==> config.mk <==
export PLATFORM = sky130hd
export DESIGN_NAME = wrlvl_responder
export DESIGN_NICKNAME = d
export VERILOG_FILES = /design/src/rtl/wrl_pkg.sv /design/src/rtl/wrl_strobe_qual.sv /design/src/rtl/wrl_fb_pipe.sv /design/src/rtl/wrlvl_responder.sv
export SDC_FILE = /design/constraint.sdc
export NUM_CORES = 1
export LEC_CHECK = 0
export BUFFER_PORTS_ARGS = -buffer_cell sky130_fd_sc_hd__buf_2
export CORE_UTILIZATION = 40
export CTS_CLUSTER_DIAMETER = 80
export DETAILED_ROUTE_END_ITERATION = 6
export SLEW_MARGIN = 0
export SYNTH_ARGS = -nofsm -noshare
export SYNTH_HDL_FRONTEND = slang
export SYNTH_SLANG_ARGS = --single-unit
==> constraint.sdc <==
create_clock -name clk -period 3.5 [get_ports clk]
set_input_delay 0.35 -clock clk [delete_from_list [all_inputs] [get_ports clk]]
set_output_delay 0.35 -clock clk [all_outputs]
set_load 0.02 [all_outputs]
==> src/rtl/wrl_pkg.sv <==
package wrl_pkg;

    typedef enum logic [2:0] {
        CMD_NOP   = 3'd0,
        CMD_DESEL = 3'd1,
        CMD_MRS   = 3'd2,
        CMD_ACT   = 3'd3,
        CMD_WR    = 3'd4,
        CMD_RD    = 3'd5,
        CMD_PRE   = 3'd6,
        CMD_REF   = 3'd7
    } cmd_e;

    typedef enum logic [1:0] {
        ST_NORM   = 2'd0,
        ST_SETTLE = 2'd1,
        ST_LEVEL  = 2'd2
    } lvl_st_e;

    localparam logic [1:0] MR_LVL = 2'd1;

endpackage

==> src/rtl/wrl_strobe_qual.sv <==
// Measures strobe phases, captures the clock level on a qualified rise and
// commits it once the high phase has lasted MIN_HI cycles (MIN_HI >= 2).
module wrl_strobe_qual #(
    parameter int MIN_HI = 2,
    parameter int MIN_LO = 2
) (
    input  logic clk,
    input  logic rst,
    input  logic en,
    input  logic dqs,
    input  logic ck_lvl,
    output logic smp_vld,
    output logic smp_bit,
    output logic runt
);
    localparam int MAXW = (MIN_HI > MIN_LO) ? MIN_HI : MIN_LO;
    localparam int CW   = $clog2(MAXW + 1) + 1;
    localparam logic [CW-1:0] CMAX = '1;

    logic          dqs_q;
    logic [CW-1:0] run_q;
    logic          armed_q;
    logic          cap_q;
    logic          rise, fall, lo_ok, hi_ok, commit;

    always_comb begin
        rise   = dqs & ~dqs_q;
        fall   = ~dqs & dqs_q;
        lo_ok  = run_q >= CW'(MIN_LO);
        hi_ok  = run_q >= CW'(MIN_HI);
        commit = en & armed_q & dqs & dqs_q & (run_q == CW'(MIN_HI - 1));
    end

    always_ff @(posedge clk) begin
        if (rst) begin
            dqs_q   <= 1'b0;
            run_q   <= CMAX;
            armed_q <= 1'b0;
            cap_q   <= 1'b0;
            smp_vld <= 1'b0;
            smp_bit <= 1'b0;
            runt    <= 1'b0;
        end else begin
            dqs_q <= dqs;
            if (rise || fall)
                run_q <= CW'(1);
            else if (run_q != CMAX)
                run_q <= run_q + CW'(1);
            smp_vld <= commit;
            if (commit)
                smp_bit <= cap_q;
            runt <= 1'b0;
            if (!en) begin
                armed_q <= 1'b0;
            end else if (rise) begin
                if (lo_ok) begin
                    armed_q <= 1'b1;
                    cap_q   <= ck_lvl;
                end else begin
                    armed_q <= 1'b0;
                    runt    <= 1'b1;
                end
            end else if (commit) begin
                armed_q <= 1'b0;
            end else if (fall && !hi_ok) begin
                armed_q <= 1'b0;
                runt    <= 1'b1;
            end
        end
    end


    sample_src_chk: assert property (@(posedge clk) disable iff (rst)
        smp_vld |-> ($past(dqs) && $past(en)));


    runt_excl_chk: assert property (@(posedge clk) disable iff (rst)
        runt |-> !smp_vld);

endmodule

==> src/rtl/wrl_fb_pipe.sv <==
// Fixed-latency feedback pipeline with a synchronous discard (DEPTH >= 1).
module wrl_fb_pipe #(
    parameter int DEPTH = 3
) (
    input  logic clk,
    input  logic rst,
    input  logic flush,
    input  logic in_vld,
    input  logic in_bit,
    output logic out_vld,
    output logic out_bit
);
    for (genvar i = 0; i < DEPTH; i++) begin : g_stage
        logic v_q;
        logic b_q;
        if (i == 0) begin : g_head
            always_ff @(posedge clk) begin
                if (rst || flush) begin
                    v_q <= 1'b0;
                    b_q <= 1'b0;
                end else begin
                    v_q <= in_vld;
                    b_q <= in_bit;
                end
            end
        end else begin : g_tail
            always_ff @(posedge clk) begin
                if (rst || flush) begin
                    v_q <= 1'b0;
                    b_q <= 1'b0;
                end else begin
                    v_q <= g_stage[i-1].v_q;
                    b_q <= g_stage[i-1].b_q;
                end
            end
        end
    end

    assign out_vld = g_stage[DEPTH-1].v_q;
    assign out_bit = g_stage[DEPTH-1].b_q;


    flush_drop_chk: assert property (@(posedge clk) disable iff (rst)
        flush |=> !out_vld);

endmodule

==> src/rtl/wrlvl_responder.sv <==
module wrlvl_responder
    import wrl_pkg::*;
#(
    parameter int DQ_W       = 8,
    parameter bit PRIME_ONLY = 1'b1,
    parameter int PRIME_IDX  = 0,
    parameter int MIN_HI     = 2,
    parameter int MIN_LO     = 2,
    parameter int T_MRD      = 8,
    parameter int T_OE       = 4,
    parameter int T_OUT      = 3
) (
    input  logic            clk,
    input  logic            rst,
    input  logic [2:0]      cmd,
    input  logic [1:0]      mr_sel,
    input  logic            lvl_en_bit,
    input  logic            dqs,
    input  logic            ck_lvl,
    output logic [DQ_W-1:0] dq,
    output logic            dq_oe,
    output logic            cmd_err,
    output logic            pw_err
);
    localparam int AGE_MAX = (T_MRD > T_OE) ? T_MRD : T_OE;
    localparam int AW      = $clog2(AGE_MAX + 1);
    localparam logic [DQ_W-1:0] PRIME_MASK = DQ_W'(1) << PRIME_IDX;

    lvl_st_e       st_q, st_d;
    logic [AW-1:0] age_q;
    cmd_e          cmd_c;
    logic          is_mr1, enter, leave, benign, in_mode, oe_hit;
    logic          qual_en, smp_vld, smp_bit, runt;
    logic          fb_vld, fb_bit;
    logic [DQ_W-1:0] fb_word;

    always_comb begin
        cmd_c   = cmd_e'(cmd);
        is_mr1  = (cmd_c == CMD_MRS) && (mr_sel == MR_LVL);
        enter   = is_mr1 & lvl_en_bit;
        leave   = is_mr1 & ~lvl_en_bit;
        benign  = (cmd_c == CMD_NOP) || (cmd_c == CMD_DESEL);
        in_mode = (st_q != ST_NORM);
        oe_hit  = in_mode && !leave && (age_q == AW'(T_OE - 1));
        qual_en = (st_q == ST_LEVEL);
    end

    // next-state logic
    always_comb begin
        st_d = st_q;
        unique case (st_q)
            ST_NORM:   if (enter) st_d = ST_SETTLE;
            ST_SETTLE: if (leave) st_d = ST_NORM;
                       else if (age_q == AW'(T_MRD - 1)) st_d = ST_LEVEL;
            ST_LEVEL:  if (leave) st_d = ST_NORM;
            default:   st_d = ST_NORM;
        endcase
    end

    // state register and entry age counter
    always_ff @(posedge clk) begin
        if (rst) begin
            st_q  <= ST_NORM;
            age_q <= '0;
        end else begin
            st_q <= st_d;
            if (!in_mode)
                age_q <= '0;
            else if (age_q != AW'(AGE_MAX))
                age_q <= age_q + AW'(1);
        end
    end

    wrl_strobe_qual #(.MIN_HI(MIN_HI), .MIN_LO(MIN_LO)) u_qual (
        .clk(clk), .rst(rst), .en(qual_en), .dqs(dqs), .ck_lvl(ck_lvl),
        .smp_vld(smp_vld), .smp_bit(smp_bit), .runt(runt)
    );

    wrl_fb_pipe #(.DEPTH(T_OUT)) u_pipe (
        .clk(clk), .rst(rst), .flush(in_mode & leave),
        .in_vld(smp_vld), .in_bit(smp_bit),
        .out_vld(fb_vld), .out_bit(fb_bit)
    );

    if (PRIME_ONLY) begin : g_prime
        assign fb_word = fb_bit ? PRIME_MASK : '0;
    end else begin : g_all
        assign fb_word = {DQ_W{fb_bit}};
    end

    assign pw_err = runt;

    // output register
    always_ff @(posedge clk) begin
        if (rst) begin
            dq      <= '0;
            dq_oe   <= 1'b0;
            cmd_err <= 1'b0;
        end else begin
            cmd_err <= in_mode & ~benign & ~leave;
            if (!in_mode || leave) begin
                dq    <= '0;
                dq_oe <= 1'b0;
            end else begin
                if (oe_hit)
                    dq_oe <= 1'b1;
                if (fb_vld)
                    dq <= fb_word;
            end
        end
    end


    reset_state_chk: assert property (@(posedge clk)
        rst |=> (!dq_oe && dq == '0 && !cmd_err));


    exit_off_chk: assert property (@(posedge clk) disable iff (rst)
        (in_mode && leave) |=> (!dq_oe && dq == '0));


    cmd_err_mode_chk: assert property (@(posedge clk) disable iff (rst)
        cmd_err |-> $past(st_q != ST_NORM));


    idle_quiet_chk: assert property (@(posedge clk) disable iff (rst)
        (st_q == ST_NORM && $past(st_q == ST_NORM)) |-> (!dq_oe && !pw_err && dq == '0));


    oe_cover_chk: assert property (@(posedge clk) disable iff (rst)
        (dq != '0) |-> dq_oe);

    if (PRIME_ONLY) begin : g_prime_chk

        prime_only_chk: assert property (@(posedge clk) disable iff (rst)
            (dq & ~PRIME_MASK) == '0);
    end

endmodule

=== Word-level counts from Yosys, hierarchy flattened ===
Index checks and enable logic that the tools add are counted.
Widths: inputs -> output; s select.

* Add/subtract/negate cells: 2
* $lt $le $gt $ge: 1
* Equal/unequal tests: 13
* Mux-type cells: 16
* Bitwise operators: 18
* Reduce and logical (&&, ||, !) cells: 22

{| class="wikitable"
|+ Operators with widths
! operator !! number
|-
| $and 1x1->1 || 11
|-
| $mux 1 || 9
|-
| $mux 2 || 4
|-
| $reduce_or 2->1 || 4
|-
| $not 1->1 || 7
|-
| $eq 3x1->1 const B || 2
|-
| $mux 3 || 2
|-
| $ne 3x3->1 const B || 2
|-
| $pmux 2 s3 || 1
|-
| $reduce_and 3->1 || 2
|-
| $add 4x1->4 const B || 1
|-
| $eq 2x1->1 const B || 2
|-
| $eq 4x2->1 const B || 1
|-
| $eq 4x3->1 const B || 1
|-
| $logic_and 1x1->1 || 4
|-
| $logic_or 1x1->1 || 4
|-
| $ne 2x2->1 const B || 2
|-
| $ne 4x4->1 const B || 1
|-
| $reduce_bool 2->1 || 2
|-
| $add 3x1->3 const B || 1
|-
| $eq 3x2->1 const B || 1
|-
| $ge 3x2->1 const B || 1
|-
| $logic_not 1->1 || 3
|-
| $logic_not 3->1 || 1
|-
| other kinds (3) || 3
|}

* Register bits: 31
* Input bits: 10

=== Logic depth before layout (Yosys ltp) ===
* Depth after elaboration: 7
* Depth in mapped cells: 5

=== Modules after synthesis ===
Synthesis repeated with hierarchy kept, for this count alone.

* Cells, all modules: 112
* Area, all modules: 1088.5 um^2

{| class="wikitable"
|+ By module, submodules not included
! module !! times used !! cells each !! area each (um^2) !! sequential area each (um^2)
|-
| wrlvl_responder || 1 || 55 || 483.0 || 180.2
|-
| wrl_strobe_qual || 1 || 45 || 440.4 || 180.2
|-
| wrl_fb_pipe || 1 || 12 || 165.2 || 120.1
|}

=== Worst setup path before layout ===
No wires, ideal clock.

* Path kind: reg-to-reg
* From: reg u_qual.run_q[0]
* To: reg u_qual.run_q[2]
* Arrival: 1.190 ns
* Data required time: 3.386 ns
* Path slack: 2.196 ns
* Stages on the path, launching flop included: 5
* Path buffers: 0
* Period minus slack after synthesis: 1.304 ns
* Path through: dfxtp_1 > ha_1 > ha_1 > mux2_2 > a21o_1

* Longest elaborated chain between the ends: 3
* Elaborated cells on any way between the ends: 5
* Those cells by class: add/sub: 1; eq/ne: 1; mux: 2; reduce/logical: 1

{| class="wikitable"
|+ Ends and longest elaborated chain
! what !! RTL line !! source
|-
| start, declared || wrl_strobe_qual.sv:21 || <nowiki>logic [CW-1:0] run_q;</nowiki>
|-
| start signal, assigned || wrl_strobe_qual.sv:48 || <nowiki>run_q <= run_q + CW'(1);</nowiki>
|-
| $add 3x1->3 || wrl_strobe_qual.sv:48 ||
|-
| $mux 3 || wrl_strobe_qual.sv:47 || <nowiki>else if (run_q != CMAX)</nowiki>
|-
| $mux 3 || wrl_strobe_qual.sv:45 || <nowiki>if (rise || fall)</nowiki>
|}

Parallel ways exist; a longest one is shown, timed or not. The select of a mux whose other input is x is not followed.
A chain may end at the register's enable or synchronous reset.

=== Final worst setup path ===
Ends and elaborated chain as after synthesis.

==> impl_metrics.toml <==
[run_status]
status = "finished, final reports clean"

[global_routing]
antenna_found_initial = 0
grt_overflow = 0
grt_start_max_net_pins = 15
grt.total_usage = 0.121
first_global_vias = 604
grt_first_pass_wirelength_um = 2480

[detailed_routing]
routed_via_density = 4.90
drt_pass1_iterations = 4
drtIter0Drc = 12
drc_errors = 0
drtAntennaViolNets = 0
drt-total-wl_um = 1610
wire_per_inst_um = 10.5
num_vias = 749

[placement]
place_congestion = 0.708
port_buffers = 13
post-dp-hpwl_um = 1230

[critical_path]
r2r_slack_ns = 2.11
crit_chain = "ha_1 > ha_1 > mux2_2 > a21o_1"
critPathSlowestCell = "dfxtp_1"
crit_fanout = 4
path_buf_inv = 0
cpLargestDelayFamily = "flip-flops"
crit_type = "reg -> reg"
max_stage_delay_ns = 0.40
startpoint_type = "flop"
end_kind = "flop"
arrival_ns = 1.61
cp.required_ns = 3.72
cp_common_cell = "ha_1"

[clocking]
cts_hold_buf = 0
clock-sinks = 24
clockBufferDepth = 2
clk_latency_ns = 0.31
cts_max_level = 1
post_cts_buffers = 0
cts-resized-gates = 0
cts_buffers = 3
cts_tree = "built"
path_clk_slew_ns = 0.13
clockRootBuffer = "clkbuf_4"

[min_path]
hp-class = "in -> reg"

[cells_and_area]
post_route_cells_drive_above_1_share = 0.187
layout_commonest_cell = "dfxtp_1"
post-route-util = 0.480
nets = 141
final_cell_mix = "24 x dfxtp_1, 13 x buf_2, 7 x nor2_1, 7 x ha_1, 7 x conb_1"
area_growth_pct = 11.0
diodes = 0

[power_and_ir_drop]
ir_drop_uv = 310
p_leak_nw = 0.521
power_density_mw_per_mm2 = 441
totalPowerFinal_w = 0.000539

[yosys]
yosysUniqueCellTypes = 34
synthCells = 108
ys_seq_elements = 24
syn_area_sq_mm = 0.00110
synth_area_per_cell_sq_um = 10.2
yosysSeqAreaShare = 0.437
synth_warnings = 0

[die]
die_w_um = 54.4
placementRows = 18
initial_core_util = 0.432
die_area_sq_mm = 0.00296
die_h_um = 54.4
io_pins = 21
coreArea_sq_mm = 0.00254

[sta]
slew_violations = 0
fin_tns_setup_ns = 0
rsz0062_at_grt = "false"
fin_crit_ns = 1.39
fmax_mhz = 721
final.period_utilization = 0.396
final-setup-viol-count = 0
hold_violations = 0
skew_ns = 0.00573

[run]
max_cap_viol_count = 0
## per-layer routing
layer,track usage,vias up,wire [um]
met5,0,-,0
met4,0.0385,0,15
met3,0.0583,2,91
met2,0.189,22,719
met1,0.145,335,779
li1,-,390,-
## metrics by stage
| step | instances | area [sq um] | hold slack (ns) | setup slack, ns |
|---|---|---|---|---|
| after floorplan | 114 | 1120 | 0.406 | 2.20 |
| after global placement | 149 | 1170 | 0.410 | 2.11 |
| after detailed placement | 149 | 1170 | 0.417 | 2.06 |
| after CTS | 153 | 1220 | 0.235 | 2.11 |
| after global routing | 153 | 1220 | 0.231 | 2.02 |
| final | 153 | 1220 | 0.246 | 2.11 |
## cell type report
cell class	count	area, sq um
multi-input cells	77	567
well taps	30	37.5
flip-flops and latches	24	480
fillers	255	1320
clock inverters	1	30.0
clock buffers	3	22.5
repair buffers	13	65.1
inverters	5	18.8
## worst reg2reg max path, stage by stage (launching register included)
cell     delay [ns]
dfxtp_1        0.40
ha_1           0.17
ha_1           0.22
mux2_2         0.35
a21o_1         0.17
## registers in the layout (all words and copies together), names as in the netlist
signal              cells
age_q                   4
cmd_err                 1
dq                      1
dq_oe                   1
st_q                    2
u_pipe.g_stage.b_q      2
u_pipe.g_stage.v_q      2
u_pipe.out_bit          1
u_pipe.out_vld          1
u_qual.armed_q          1
u_qual.cap_q            1
u_qual.dqs_q            1
u_qual.run_q            3
u_qual.runt             1
u_qual.smp_bit          1
u_qual.smp_vld          1
## final timing paths
kind,from,end,depth (start not counted)
worst min register to register,u_pipe.g_stage[0].b_q,u_pipe.g_stage[1].b_q,1
worst max-delay path,u_qual.run_q[0],u_qual.run_q[2],4
worst max register to register,u_qual.run_q[0],u_qual.run_q[2],4
worst min-delay path,cmd[1],cmd_err,2
## Yosys cell counts
master | number | area (sq um)
dfxtp_1 | 24 | 480
buf_4 | 7 | 52.6
ha_1 | 7 | 87.6
nor2_1 | 7 | 26.3
and2_1 | 5 | 31.3
inv_1 | 5 | 18.8
mux2i_1 | 4 | 40.0
nand2b_1 | 4 | 25.0
nand3_1 | 4 | 20.0
a21oi_1 | 3 | 15.0
nand2_1 | 3 | 11.3
nand3b_1 | 3 | 22.5
o21a_1 | 3 | 22.5
o21ai_0 | 3 | 15.0
a21o_1 | 2 | 15.0
a31oi_1 | 2 | 12.5
mux2_2 | 2 | 22.5
nor2b_1 | 2 | 12.5
nor3b_1 | 2 | 15.0
xor2_1 | 2 | 17.5
a211oi_2 | 1 | 12.5
a21bo_2 | 1 | 10.0
and4_1 | 1 | 8.76
clkbuf_1 | 1 | 3.75
conb_1 | 1 | 3.75
nand4_1 | 1 | 6.26
nand4b_1 | 1 | 8.76
nor4b_4 | 1 | 23.8
nor4bb_1 | 1 | 10.0
nor4bb_2 | 1 | 16.3
o211a_1 | 1 | 10.0
o21bai_1 | 1 | 7.51
or2_0 | 1 | 6.26
xnor2_1 | 1 | 8.76
## where the power goes
part / total (W) / internal, W / leakage, nW / switching, W
clock: 0.000198 / 0.000116 / 0.0279 / 0.0000823
sequential: 0.000286 / 0.000280 / 0.194 / 0.00000670
combinational: 0.0000543 / 0.0000245 / 0.298 / 0.0000298
## logic make-up (layout without fill, tap and decap cells)
logic type,count (synthesis),count (layout),synth area share
buffers and inverters,13,22,0.0683
and+or+nand+nor,37,37,0.222
DFF,24,24,0.437
xor gates and xnor gates,3,3,0.0239
muxes,6,6,0.0569
AOI/OAI and AO/OA,17,17,0.109
other,1,7,0.00341
adders and majority gates,7,7,0.0796
No activity file was read; power rests on OpenSTA's default activity.
